## config.mk

```make
export PLATFORM = sky130hd
export DESIGN_NAME = banked_regfile
export DESIGN_NICKNAME = d
export VERILOG_FILES = /design/src/rtl/brf_pkg.sv /design/src/rtl/brf_gpr_bank.sv /design/src/rtl/brf_sp_bank.sv /design/src/rtl/brf_pc_unit.sv /design/src/rtl/brf_read_port.sv /design/src/rtl/banked_regfile.sv
export SDC_FILE = /design/constraint.sdc
export NUM_CORES = 1
export LEC_CHECK = 0
export BUFFER_PORTS_ARGS = -buffer_cell sky130_fd_sc_hd__clkbuf_2
export CORE_UTILIZATION = 24
export DETAILED_ROUTE_END_ITERATION = 7
export PLACE_DENSITY = 0.39
export SYNTH_ARGS = -nofsm -noshare
export SYNTH_HDL_FRONTEND = slang
export SYNTH_SLANG_ARGS = --single-unit
export TNS_END_PERCENT = 20
```

## constraint.sdc

```tcl
create_clock -name clk -period 5.5 [get_ports clk]
set_input_delay 0.55 -clock clk [delete_from_list [all_inputs] [get_ports clk]]
set_output_delay 0.55 -clock clk [all_outputs]
set_load 0.05 [all_outputs]
```

## src/rtl/brf_pkg.sv

```systemverilog
package brf_pkg;

   localparam int unsigned NUM_REGS  = 16;
   localparam int unsigned IDX_W     = 4;
   localparam int unsigned NUM_BANKS = 2;
   localparam int unsigned NUM_RD    = 2;

   localparam logic [IDX_W-1:0] SP_IDX = 4'd13;
   localparam logic [IDX_W-1:0] LR_IDX = 4'd14;
   localparam logic [IDX_W-1:0] PC_IDX = 4'd15;

   typedef enum logic {
      BANK_MAIN = 1'b0,
      BANK_PROC = 1'b1
   } sp_bank_e;

endpackage

```

## src/rtl/brf_gpr_bank.sv

```systemverilog
module brf_gpr_bank
   import brf_pkg::*;
#(
   parameter int unsigned DATA_W = 32
) (
   input  logic              clk,
   input  logic              rst_n,
   input  logic              wr_en,
   input  logic [IDX_W-1:0]  wr_idx,
   input  logic [DATA_W-1:0] wr_data,
   output logic [DATA_W-1:0] gpr_q [NUM_REGS]
);

   // Plain storage for every index except the banked stack slot and the
   // program counter; those two slots read as zero here and are muxed
   // from their own units at the read ports.
   for (genvar i = 0; i < NUM_REGS; i++) begin : g_ent
      if (IDX_W'(i) == SP_IDX || IDX_W'(i) == PC_IDX) begin : g_hole
         assign gpr_q[i] = '0;
      end else begin : g_reg
         logic [DATA_W-1:0] q;
         always_ff @(posedge clk or negedge rst_n) begin
            if (!rst_n) begin
               q <= '0;
            end else if (wr_en && (wr_idx == IDX_W'(i))) begin
               q <= wr_data;
            end
         end
         assign gpr_q[i] = q;
      end
   end

   // a plain write lands with every bit intact on the next edge
   a_r1_write_lands : assert property (@(posedge clk) disable iff (!rst_n)
      (wr_en && wr_idx != SP_IDX && wr_idx != PC_IDX)
      |=> gpr_q[$past(wr_idx)] == $past(wr_data));

endmodule

```

## src/rtl/brf_sp_bank.sv

```systemverilog
module brf_sp_bank
   import brf_pkg::*;
#(
   parameter int unsigned DATA_W     = 32,
   parameter int unsigned ALIGN_BITS = 2
) (
   input  logic              clk,
   input  logic              rst_n,
   input  logic              ctl_wr_en,
   input  logic              ctl_psp_sel,
   input  logic              gen_wr_en,
   input  logic [DATA_W-1:0] gen_wr_data,
   input  logic              spec_wr_en,
   input  logic              spec_wr_sel,
   input  logic [DATA_W-1:0] spec_wr_data,
   input  logic              spec_rd_sel,
   input  logic              push,
   input  logic              pop,
   output logic              psp_active,
   output logic [DATA_W-1:0] active_sp,
   output logic [DATA_W-1:0] spec_rd_data,
   output logic [DATA_W-1:0] stk_addr
);

   localparam logic [DATA_W-1:0] STEP      = DATA_W'(1) << ALIGN_BITS;
   localparam logic [DATA_W-1:0] KEEP_MASK = ~(STEP - DATA_W'(1));

   if (ALIGN_BITS < 1 || ALIGN_BITS >= DATA_W) begin : g_bad_align
      $error("brf_sp_bank: ALIGN_BITS must lie in 1..DATA_W-1");
   end

   logic [DATA_W-1:0] sp_q [NUM_BANKS];
   logic [DATA_W-1:0] sp_dec;
   logic [DATA_W-1:0] sp_inc;

   // Stack select bit; the main copy is active out of reset
   always_ff @(posedge clk or negedge rst_n) begin
      if (!rst_n) begin
         psp_active <= BANK_MAIN;
      end else if (ctl_wr_en) begin
         psp_active <= ctl_psp_sel;
      end
   end

   assign active_sp    = sp_q[psp_active];
   assign sp_dec       = active_sp - STEP;
   assign sp_inc       = active_sp + STEP;
   assign stk_addr     = push ? sp_dec : active_sp;
   assign spec_rd_data = sp_q[spec_rd_sel];

   // One copy per bank; priority: push, pop, write port, special port
   for (genvar b = 0; b < NUM_BANKS; b++) begin : g_bank
      logic              is_act;
      logic              is_spec;
      logic [DATA_W-1:0] q;

      assign is_act  = (psp_active == 1'(b));
      assign is_spec = spec_wr_en && (spec_wr_sel == 1'(b));

      always_ff @(posedge clk or negedge rst_n) begin
         if (!rst_n) begin
            q <= '0;
         end else if (is_act && push) begin
            q <= sp_dec;
         end else if (is_act && pop) begin
            q <= sp_inc;
         end else if (is_act && gen_wr_en) begin
            q <= gen_wr_data & KEEP_MASK;
         end else if (is_spec) begin
            q <= spec_wr_data & KEEP_MASK;
         end
      end

      assign sp_q[b] = q;
   end

   // select comes out of reset on the main copy
   a_r2_reset_main : assert property (@(posedge clk) disable iff (!rst_n)
      $rose(rst_n) |-> (psp_active == BANK_MAIN));

   // select follows a control write on the next edge
   a_r2_select_load : assert property (@(posedge clk) disable iff (!rst_n)
      ctl_wr_en |=> (psp_active == $past(ctl_psp_sel)));

   // alignment bits of both copies stay clear
   a_r3_low_bits_zero : assert property (@(posedge clk) disable iff (!rst_n)
      (active_sp[ALIGN_BITS-1:0] == '0) && (spec_rd_data[ALIGN_BITS-1:0] == '0));

   // push lowers the copy that was active by one word
   a_r5_push_lowers : assert property (@(posedge clk) disable iff (!rst_n)
      push |=> (sp_q[$past(psp_active)] == $past(active_sp) - STEP));

   // lone pop raises the copy that was active by one word
   a_r6_pop_raises : assert property (@(posedge clk) disable iff (!rst_n)
      (pop && !push) |=> (sp_q[$past(psp_active)] == $past(active_sp) + STEP));

   // the address handed out always stays word aligned
   a_r5_addr_aligned : assert property (@(posedge clk) disable iff (!rst_n)
      (push || pop) |-> (stk_addr[ALIGN_BITS-1:0] == '0));

endmodule

```

## src/rtl/brf_pc_unit.sv

```systemverilog
module brf_pc_unit
   import brf_pkg::*;
#(
   parameter int unsigned       DATA_W   = 32,
   parameter logic [DATA_W-1:0] RESET_PC = '0
) (
   input  logic              clk,
   input  logic              rst_n,
   input  logic              wr_en,
   input  logic [IDX_W-1:0]  wr_idx,
   input  logic [DATA_W-1:0] wr_data,
   input  logic              adv,
   input  logic              adv_wide,
   output logic [DATA_W-1:0] pc_q,
   output logic [DATA_W-1:0] pc_rd,
   output logic              fault
);

   localparam logic [DATA_W-1:0] STEP_WIDE   = DATA_W'(4);
   localparam logic [DATA_W-1:0] STEP_NARROW = DATA_W'(2);
   localparam logic [DATA_W-1:0] READ_AHEAD  = DATA_W'(4);

   if (RESET_PC[0] != 1'b0) begin : g_bad_reset_pc
      $error("brf_pc_unit: RESET_PC must be halfword aligned");
   end

   logic              pc_wr;
   logic              br_legal;
   logic              br_illegal;
   logic [DATA_W-1:0] pc_step;
   logic [DATA_W-1:0] ahead;

   assign pc_wr      = wr_en && (wr_idx == PC_IDX);
   assign br_legal   = pc_wr && wr_data[0];
   assign br_illegal = pc_wr && !wr_data[0];
   assign pc_step    = adv_wide ? STEP_WIDE : STEP_NARROW;

   always_ff @(posedge clk or negedge rst_n) begin
      if (!rst_n) begin
         pc_q  <= RESET_PC;
         fault <= 1'b0;
      end else begin
         fault <= br_illegal;
         if (br_legal) begin
            pc_q <= {wr_data[DATA_W-1:1], 1'b0};
         end else if (!pc_wr && adv) begin
            pc_q <= pc_q + pc_step;
         end
      end
   end

   assign ahead = pc_q + READ_AHEAD;
   assign pc_rd = {ahead[DATA_W-1:1], 1'b0};

   // legal branch loads the target with bit 0 dropped, no fault
   a_r10_branch_target : assert property (@(posedge clk) disable iff (!rst_n)
      br_legal |=> (pc_q == {$past(wr_data[DATA_W-1:1]), 1'b0}) && !fault);

   // illegal target faults and leaves the counter where it was
   a_r11_fault_holds_pc : assert property (@(posedge clk) disable iff (!rst_n)
      br_illegal |=> fault && (pc_q == $past(pc_q)));

   // fault lasts one cycle only
   a_r11_fault_pulse : assert property (@(posedge clk) disable iff (!rst_n)
      !br_illegal |=> !fault);

   // advance by two or four bytes
   a_r9_advance_step : assert property (@(posedge clk) disable iff (!rst_n)
      (adv && !pc_wr) |=> (pc_q == $past(pc_q) + ($past(adv_wide) ? STEP_WIDE : STEP_NARROW)));

endmodule

```

## src/rtl/brf_read_port.sv

```systemverilog
module brf_read_port
   import brf_pkg::*;
#(
   parameter int unsigned DATA_W = 32
) (
   input  logic              clk,
   input  logic              rst_n,
   input  logic [IDX_W-1:0]  rd_idx,
   input  logic [DATA_W-1:0] gpr_q [NUM_REGS],
   input  logic [DATA_W-1:0] active_sp,
   input  logic [DATA_W-1:0] pc_rd,
   output logic [DATA_W-1:0] rd_data
);

   always_comb begin
      unique case (rd_idx)
         SP_IDX:  rd_data = active_sp;
         PC_IDX:  rd_data = pc_rd;
         default: rd_data = gpr_q[rd_idx];
      endcase
   end

   // a program counter read never shows bit 0 set
   a_r9_pc_read_even : assert property (@(posedge clk) disable iff (!rst_n)
      (rd_idx == PC_IDX) |-> (rd_data[0] == 1'b0));

   // index 13 shows the copy chosen by the select bit
   a_r2_index13_active : assert property (@(posedge clk) disable iff (!rst_n)
      (rd_idx == SP_IDX) |-> (rd_data == active_sp));

endmodule

```

## src/rtl/banked_regfile.sv

```systemverilog
module banked_regfile
   import brf_pkg::*;
#(
   parameter int unsigned       DATA_W     = 32,
   parameter int unsigned       ALIGN_BITS = 2,
   parameter logic [DATA_W-1:0] RESET_PC   = '0
) (
   input  logic              clk,
   input  logic              rst_n,
   input  logic              ctl_wr_en,
   input  logic              ctl_psp_sel,
   output logic              psp_active,
   input  logic [3:0]        rd_a_idx,
   output logic [DATA_W-1:0] rd_a_data,
   input  logic [3:0]        rd_b_idx,
   output logic [DATA_W-1:0] rd_b_data,
   input  logic              wr_en,
   input  logic [3:0]        wr_idx,
   input  logic [DATA_W-1:0] wr_data,
   input  logic              spec_rd_sel,
   output logic [DATA_W-1:0] spec_rd_data,
   input  logic              spec_wr_en,
   input  logic              spec_wr_sel,
   input  logic [DATA_W-1:0] spec_wr_data,
   input  logic              stk_push,
   input  logic              stk_pop,
   output logic [DATA_W-1:0] stk_addr,
   input  logic              pc_adv,
   input  logic              pc_adv_wide,
   output logic [DATA_W-1:0] pc_addr,
   output logic              branch_fault
);

   if (DATA_W < 8) begin : g_bad_width
      $error("banked_regfile: DATA_W must be at least 8");
   end
   if (IDX_W != 4) begin : g_bad_idx
      $error("banked_regfile: port index width must be 4");
   end

   logic [DATA_W-1:0] gpr_q [NUM_REGS];
   logic [DATA_W-1:0] active_sp;
   logic [DATA_W-1:0] pc_rd;
   logic              gen_sp_wr;
   logic [IDX_W-1:0]  rd_idx  [NUM_RD];
   logic [DATA_W-1:0] rd_data [NUM_RD];

   assign gen_sp_wr = wr_en && (wr_idx == SP_IDX);

   brf_gpr_bank #(.DATA_W(DATA_W)) u_gpr (
      .clk     (clk),
      .rst_n   (rst_n),
      .wr_en   (wr_en),
      .wr_idx  (wr_idx),
      .wr_data (wr_data),
      .gpr_q   (gpr_q)
   );

   brf_sp_bank #(.DATA_W(DATA_W), .ALIGN_BITS(ALIGN_BITS)) u_sp (
      .clk          (clk),
      .rst_n        (rst_n),
      .ctl_wr_en    (ctl_wr_en),
      .ctl_psp_sel  (ctl_psp_sel),
      .gen_wr_en    (gen_sp_wr),
      .gen_wr_data  (wr_data),
      .spec_wr_en   (spec_wr_en),
      .spec_wr_sel  (spec_wr_sel),
      .spec_wr_data (spec_wr_data),
      .spec_rd_sel  (spec_rd_sel),
      .push         (stk_push),
      .pop          (stk_pop),
      .psp_active   (psp_active),
      .active_sp    (active_sp),
      .spec_rd_data (spec_rd_data),
      .stk_addr     (stk_addr)
   );

   brf_pc_unit #(.DATA_W(DATA_W), .RESET_PC(RESET_PC)) u_pc (
      .clk      (clk),
      .rst_n    (rst_n),
      .wr_en    (wr_en),
      .wr_idx   (wr_idx),
      .wr_data  (wr_data),
      .adv      (pc_adv),
      .adv_wide (pc_adv_wide),
      .pc_q     (pc_addr),
      .pc_rd    (pc_rd),
      .fault    (branch_fault)
   );

   assign rd_idx[0] = rd_a_idx;
   assign rd_idx[1] = rd_b_idx;

   for (genvar p = 0; p < NUM_RD; p++) begin : g_rd
      brf_read_port #(.DATA_W(DATA_W)) u_port (
         .clk       (clk),
         .rst_n     (rst_n),
         .rd_idx    (rd_idx[p]),
         .gpr_q     (gpr_q),
         .active_sp (active_sp),
         .pc_rd     (pc_rd),
         .rd_data   (rd_data[p])
      );
   end

   assign rd_a_data = rd_data[0];
   assign rd_b_data = rd_data[1];

   // a same-cycle write never shows through a read port
   a_r12_old_value_read : assert property (@(posedge clk) disable iff (!rst_n)
      (wr_en && rd_a_idx == wr_idx && wr_idx != PC_IDX && wr_idx != SP_IDX)
      |-> (rd_a_data == gpr_q[wr_idx]));

endmodule

```

==> flow_summary.ini, run 1 <==
[run_status]
status = finished clean

[flow_run]
max_cap_viol_count = 0

[floorplan]
die_h_um = 376
fp-row-count = 136
die_w_um = 376
io-pin-count = 250
core_area_um2 = 138000
die_area_um2 = 142000
start_util_pct = 24.3

[clock_tree]
cts-root-buf = clkbuf_16
clk_pin_slew_worst_paths_ns = 0.06
cts_tree = done
insertion_delay_ns = 0.65
numCtsBuffers = 69
ctsResizeCount = 0
cts_setup_buffers = 0
clock_path_buffers = 3
cts_sinks = 545
htreeDepth = 3

[sta]
setup_viol = 0
worstMarginPinSlew_ns = 1.14
fin_skew_ns = 0.0307
tns_ns = 0
fin_crit_ns = 4.90
final_max_slew_viol_count = 0
slew_headroom_pct = 22.2
finalHoldViolCount = 0
period_share_pct = 89.0
rsz0062_at_grt = false
max_clock_freq_mhz = 204

[place]
placed_area_um2 = 37200
dp.cells = 4876
io_buffers = 246
place.gp.congestion = 0.858
hpwl_mm = 99.3

[synth]
yosys_register_bits = 545
synth-simple-area-share_pct = 9.29
synth.area.mux_share_pct = 34.1
ys_types = 82
synth_edf_count = 0
ys_warn_count = 0
synth_xor_area_share_pct = 2.86
yosys.area_share.adder_pct = 0.246
syn_inst = 2924
synth_flop_cell = dfrtp_1
ys_seq_area_share_pct = 40.6
synth_top_family_by_area = multiplexers
synth_area_leaders = dfrtp_1 41%, mux2_2 16%, mux4_2 13%, mux2i_1 4.9%, nand2_1 2.6%
synth_compound_area_share_pct = 9.40
avgSynthCellArea_um2 = 11.5
syn-num-nets = 3018
synth.cell_area_um2 = 33600
ys_async_sr_fraction_pct = 100
synth.top_cell.area_share_pct = 40.6
synth_largest_area_cell = dfrtp_1

[worst_setup_path]
endpoint_kind = output port
cpPeakStageDelay_ns = 0.85
cp.arrival_ns = 4.35
critPathKind = flip-flop to output port
slowest_stage = mux2i_2
worst_setup_path_start_kind = flip-flop
cp.required_ns = 4.95
crit_chain = mux2i_2, ha_1, nand2_1, nor4_1, buf_4, nand3_1, nor2_1, xnor2_1, clkbuf_2
cp_max_fo = 32

[layout]
stdcell_area_um2 = 39500
area_delta_synth_final_pct = 17.5
utilization_pct = 28.6
final_cells = 4999
layout-drive-gt1-share_pct = 38.0
layout.nets = 3179
num-fill-cells = 14500

[drt]
vias = 26500
drt-total-wl_mm = 147
detail-route-antenna-nets = 0
viasPerCell = 5.30
drt_pass1_iterations = 7
drc_errors = 0
wire_per_inst_um = 29.5
drtIter0Drc = 2304

[grt]
grt_pass1_vias = 26800
antenna_found_initial = 11
grt_pass1_wl_mm = 211
track_usage_pct = 20.6
overflow = 0
grt_max_degree = 124

[power_and_ir_drop]
finalPower_mw = 16.6
peakVddDrop_v = 0.000205
p_leak_nw = 16.1
power.density_nw_per_um2 = 420

[hold_path]
hold_path_class = input port to flip-flop
==> cell usage after synthesis (5+ instances only) <==
cell type / n
a221o_1: 15
mux4_2: 192
a31oi_1: 12
clkbuf_1: 201
nor2_1: 125
and4_1: 9
a21oi_1: 121
nand2_1: 235
nand3_1: 88
a22oi_1: 15
o21ai_0: 85
mux2i_1: 166
buf_2: 18
nor3b_1: 11
nand4_1: 26
nand3b_1: 14
nor2b_1: 8
o211ai_1: 19
mux2_2: 483
nor4_1: 18
ha_1: 5
buf_1: 34
o21ai_1: 5
or3_1: 14
xor2_1: 59
and3_1: 12
xnor2_1: 51
o221ai_1: 64
nand2b_1: 10
o22ai_1: 69
inv_1: 41
dfrtp_1: 545
nor3_1: 35
o31ai_1: 5
nand4b_1: 7
and2_1: 8
==> kinds of logic after synthesis <==
| logic type | count (synthesis) |
|---|---|
| other | 1 |
| AND/OR/NAND/NOR | 643 |
| buffers and inverters | 303 |
| AO/OA/AOI/OAI | 472 |
| multiplexers | 844 |
| flip-flops | 545 |
| adder cells (fa/ha/maj) | 6 |
| XOR/XNOR | 110 |
==> report_power, final <==
part	leakage, nW	switching, mW	internal [mW]	total [mW]
logic	8.23	3.64	2.27	5.91
clock network	1.15	1.93	2.83	4.76
registers	6.68	0.939	4.98	5.92
total	16.1	6.51	10.1	16.6
==> metal layers <==
layer,up-vias,global-route usage (%),share of wire (%)
li1,11400,-,-
met1,14100,28.5,45
met4,16,6.70,3.0
met3,213,2.97,5.2
met5,-,0,0.067
met2,812,32.9,46
==> layout by cell type, fill, tap and decap left out, types with 19 or more instances in the layout <==
master,n
nor3_1,33
dfrtp_1,544
clkbuf_16,71
o211ai_1,19
a21oi_1,121
nand4_1,26
mux2_2,483
buf_4,100
inv_1,41
nand2_1,235
mux4_2,192
xnor2_1,51
clkbuf_2,237
o21ai_0,85
nor2_1,117
mux2i_1,164
xor2_1,59
o221ai_1,64
clkbuf_8,23
nand3_1,87
o22ai_1,69
==> worst paths after layout <==
| kind | start | end | slack [ns] | depth (start not counted) |
|---|---|---|---|---|
| worst max-delay path | u_sp.psp_active | stk_addr[30] | 0.60 | 9 |
| worst min-delay path | ctl_wr_en | u_sp.psp_active | 0.09 | 2 |
| worst max register to register | u_sp.psp_active | u_sp.g_bank[1].q[26] | 1.71 | 7 |
| worst min register to register | u_gpr.g_ent[4].g_reg.q[0] | u_gpr.g_ent[4].g_reg.q[0] | 0.51 | 2 |
| max in group asynchronous | rst_n | u_gpr.g_ent[1].g_reg.q[5] | 3.77 | 3 |
| min in group asynchronous | rst_n | u_sp.g_bank[1].q[22] | 0.52 | 2 |
==> what timing repair did <==
| action | in CTS | in global routing |
|---|---|---|
| endpoints found under the setup margin | 0 | 0 |
| endpoints found under the hold margin | 69 | 0 |
| hold buffers | 1 | 0 |
==> final cells by class <==
class | instances | area (um2) | share of cell area (%)
clock buffer | 103 | 2110 | 5.33
tap | 1863 | 2330 | 5.90
inverter | 44 | 165 | 0.418
sequential | 545 | 13600 | 34.5
antenna | 1 | 2.50 | 0.00633
clock inverter | 18 | 204 | 0.516
timing repair buffer | 349 | 2130 | 5.39
multi-input combinational | 2076 | 18900 | 47.9
==> per-stage QoR <==
step                      setup slack [ns]  hold slack (ns)
final                                0.603           0.0918
after global routing                 0.360           0.0879
after floorplan                       1.66            0.254
after CTS                            0.582           0.0449
after global placement                1.33            0.485
after detailed placement              1.32            0.497
==> state kept, by name, summed over array words and instances, names as in the netlist <==
name	flops
u_gpr.g_ent.g_reg.q	448
u_sp.g_bank.q	64
u_pc.pc_q	31
u_pc.fault	1
u_sp.psp_active	1
==> critical path: cells and delay by family (launching register included) <==
family        cells  cell delay [ns]
buf+inv           2             0.57
fa+ha+maj         1             0.47
flops             1             0.70
mux               1             0.85
xor+xnor          1             0.24
simple gates      4             0.82
No activity file was read; power rests on OpenSTA's default activity.
==> run 2, diff against run 1 <==
- PLACE_DENSITY: 0.39 -> 0.4
- clock period: 5.5 -> 4 ns (I/O delays scaled with it)
==> flow_summary.ini, run 2 (same netlist as run 1, synthesis figures left out) <==
[run_status]
status = finished, violations left
violations = negative setup slack

[worst_setup_path]
cp.required_ns = 3.60
endpoint_kind = output port
path_buf_inv = 3
critPathKind = flip-flop to output port
slowest_stage = o221ai_1
path_depth = 10
rr_endpoint = u_sp.g_bank[1].q[24]
r2r_setup_slack_ns = 0.31
cpMostUsedCell = buf_4
cp.arrival_ns = 3.66
worst_setup_path_start_kind = flip-flop
crit_chain = ha_1, and3_1, nand3_1, buf_4, nor3_1, buf_4, nand4_1, xor2_1, o221ai_1, buf_12
path_delay_family = simple AND/OR/NAND/NOR gates
cpPeakStageDelay_ns = 0.75
cp_max_fo = 5
r2r-start = u_sp.psp_active
worstRegToRegCells = 10

[layout]
final_cells = 5071
layout.nets = 3250
area_delta_synth_final_pct = 19.6
top_register = u_gpr.g_ent.g_reg.q
largest_reg_flops = 448
layout_commonest_cell = dfrtp_1
layout-drive-gt1-share_pct = 39.4
final_cell_mix = 544 x dfrtp_1, 483 x mux2_2, 235 x nand2_1
largestRegisters = u_gpr.g_ent.g_reg.q (448), u_sp.g_bank.q (64), u_pc.pc_q (31)

[power_and_ir_drop]
peakVddDrop_v = 0.000248
comb_power_share_pct = 37.2
switching_share_pct = 39.3
finalPower_mw = 22.7
p_sw_mw = 8.94
pwr-share-clk_pct = 27.1
power.internal_mw = 13.8
power_frac_seq_pct = 35.7
p_leak_nw = 16.4
power.density_nw_per_um2 = 565

[flow_run]
max_cap_viol_count = 0

[clock_tree]
cts_sinks = 545
clk_pin_slew_worst_paths_ns = 0.06
htreeDepth = 3
cts-root-buf = clkbuf_16
cts_tree = done
insertion_delay_ns = 0.64
clock_path_buffers = 3
numCtsBuffers = 66

[hold_path]
min_to = u_sp.g_bank[0].q[11]
min_from = spec_wr_data[11]
hold_path_class = input port to flip-flop
hold_depth = 5

[drt]
drtIter0Drc = 1988
drt-total-wl_mm = 145
vias = 26600
wire_per_inst_um = 28.5
drc_errors = 0
detail-route-antenna-nets = 0
drt_pass1_iterations = 6
viasPerCell = 5.25

[floorplan]
io-pin-count = 250
fp-row-count = 136
die_h_um = 376
die_area_um2 = 142000
die_w_um = 376
core_area_um2 = 138000
start_util_pct = 24.3

[sta]
finalHoldViolCount = 0
rsz0062_at_grt = true
fin_skew_ns = 0.0237
worstMarginPinSlew_ns = 1.09
tns_ns = -0.0661
setup_viol = 2
fin_crit_ns = 4.06
setup_ws_ns = -0.0644
period_share_pct = 102
max_clock_freq_mhz = 246
slew_headroom_pct = 27.0
final_max_slew_viol_count = 0

[place]
pre_cts_slack_ns = 0.539
hpwl_mm = 102
dp.cells = 4943
place.gp.congestion = 0.886
io_buffers = 246

[grt]
overflow = 0
antenna_found_initial = 12
grt_max_degree = 98
grt_pass1_wl_mm = 207
grt_pass1_vias = 26900
track_usage_pct = 20.2
## run 2: tightest hold or removal path, cell delays in order
cell and delay (ns):
clkbuf_2 0.12, nand2_1 0.06, nand3_1 0.06, o21ai_0 0.06
o21ai_0 0.07
## run 2: worst max-delay path by stage
| stage | to | slack [ns] | from |
|---|---|---|---|
| 2_1_floorplan | stk_addr[23] | 0.31 | u_sp.psp_active |
| 3_3_place_gp | rd_a_data[24] | 0.57 | u_pc.pc_q[2] |
| 5_1_grt | rd_b_data[30] | -0.17 | u_pc.pc_q[3] |
| 6_report | rd_b_data[30] | -0.06 | u_pc.pc_q[2] |
| 4_1_cts | rd_b_data[30] | -0.08 | u_pc.pc_q[2] |
| 3_5_place_dp | rd_a_data[24] | 0.54 | u_pc.pc_q[9] |
## run 2: power groups by stage
stage	Sequential [mW]	Combinational [mW]	Clock, mW
after floorplan	7.97	5.60	0
final	8.12	8.47	6.16
after detailed placement	8.18	8.40	0
after global routing	8.34	8.94	6.51
after global placement	8.15	8.36	0
after CTS	8.09	8.44	6.33
## run 2: through the flow
| stage | utilization, % | cell area (um2) | hold WS (ns) |
|---|---|---|---|
| global route | 29.1 | 40200 | 0.189 |
| finish | 29.1 | 40200 | 0.173 |
| floorplan | - | 33600 | 0.104 |
| detailed placement | 27.4 | 37900 | 0.477 |
| global placement | 27.4 | 37900 | 0.487 |
| CTS | 29.0 | 40100 | 0.130 |
## run 2: timing repair
action	in CTS	in global routing
gates resized for setup	8	12
hold buffers	3	0
setup endpoints to repair	15	20
pin swaps	0	0
gates cloned	0	1
endpoints found under the hold margin	68	0
buffers inserted	0	4
## run 2: cell type report
cell class,instances,area (um2)
repair buffers,423,2920
well taps,1863,2330
diodes,10,25.0
fillers,14500,97900
clock buffers,94,1940
clock inverters,16,190
multi-input cells,2076,19000
inverters,44,165
flip-flops and latches,545,13600
## run 2: routing by layer
metal | vias to the layer above | track usage, % | wire length, um | share of wire, %
met5 | - | 0 | 77 | 0.053
met4 | 12 | 7.03 | 4820 | 3.3
met3 | 196 | 2.99 | 7700 | 5.3
met2 | 791 | 32.2 | 66900 | 46
met1 | 14000 | 27.8 | 65300 | 45
li1 | 11600 | - | - | -
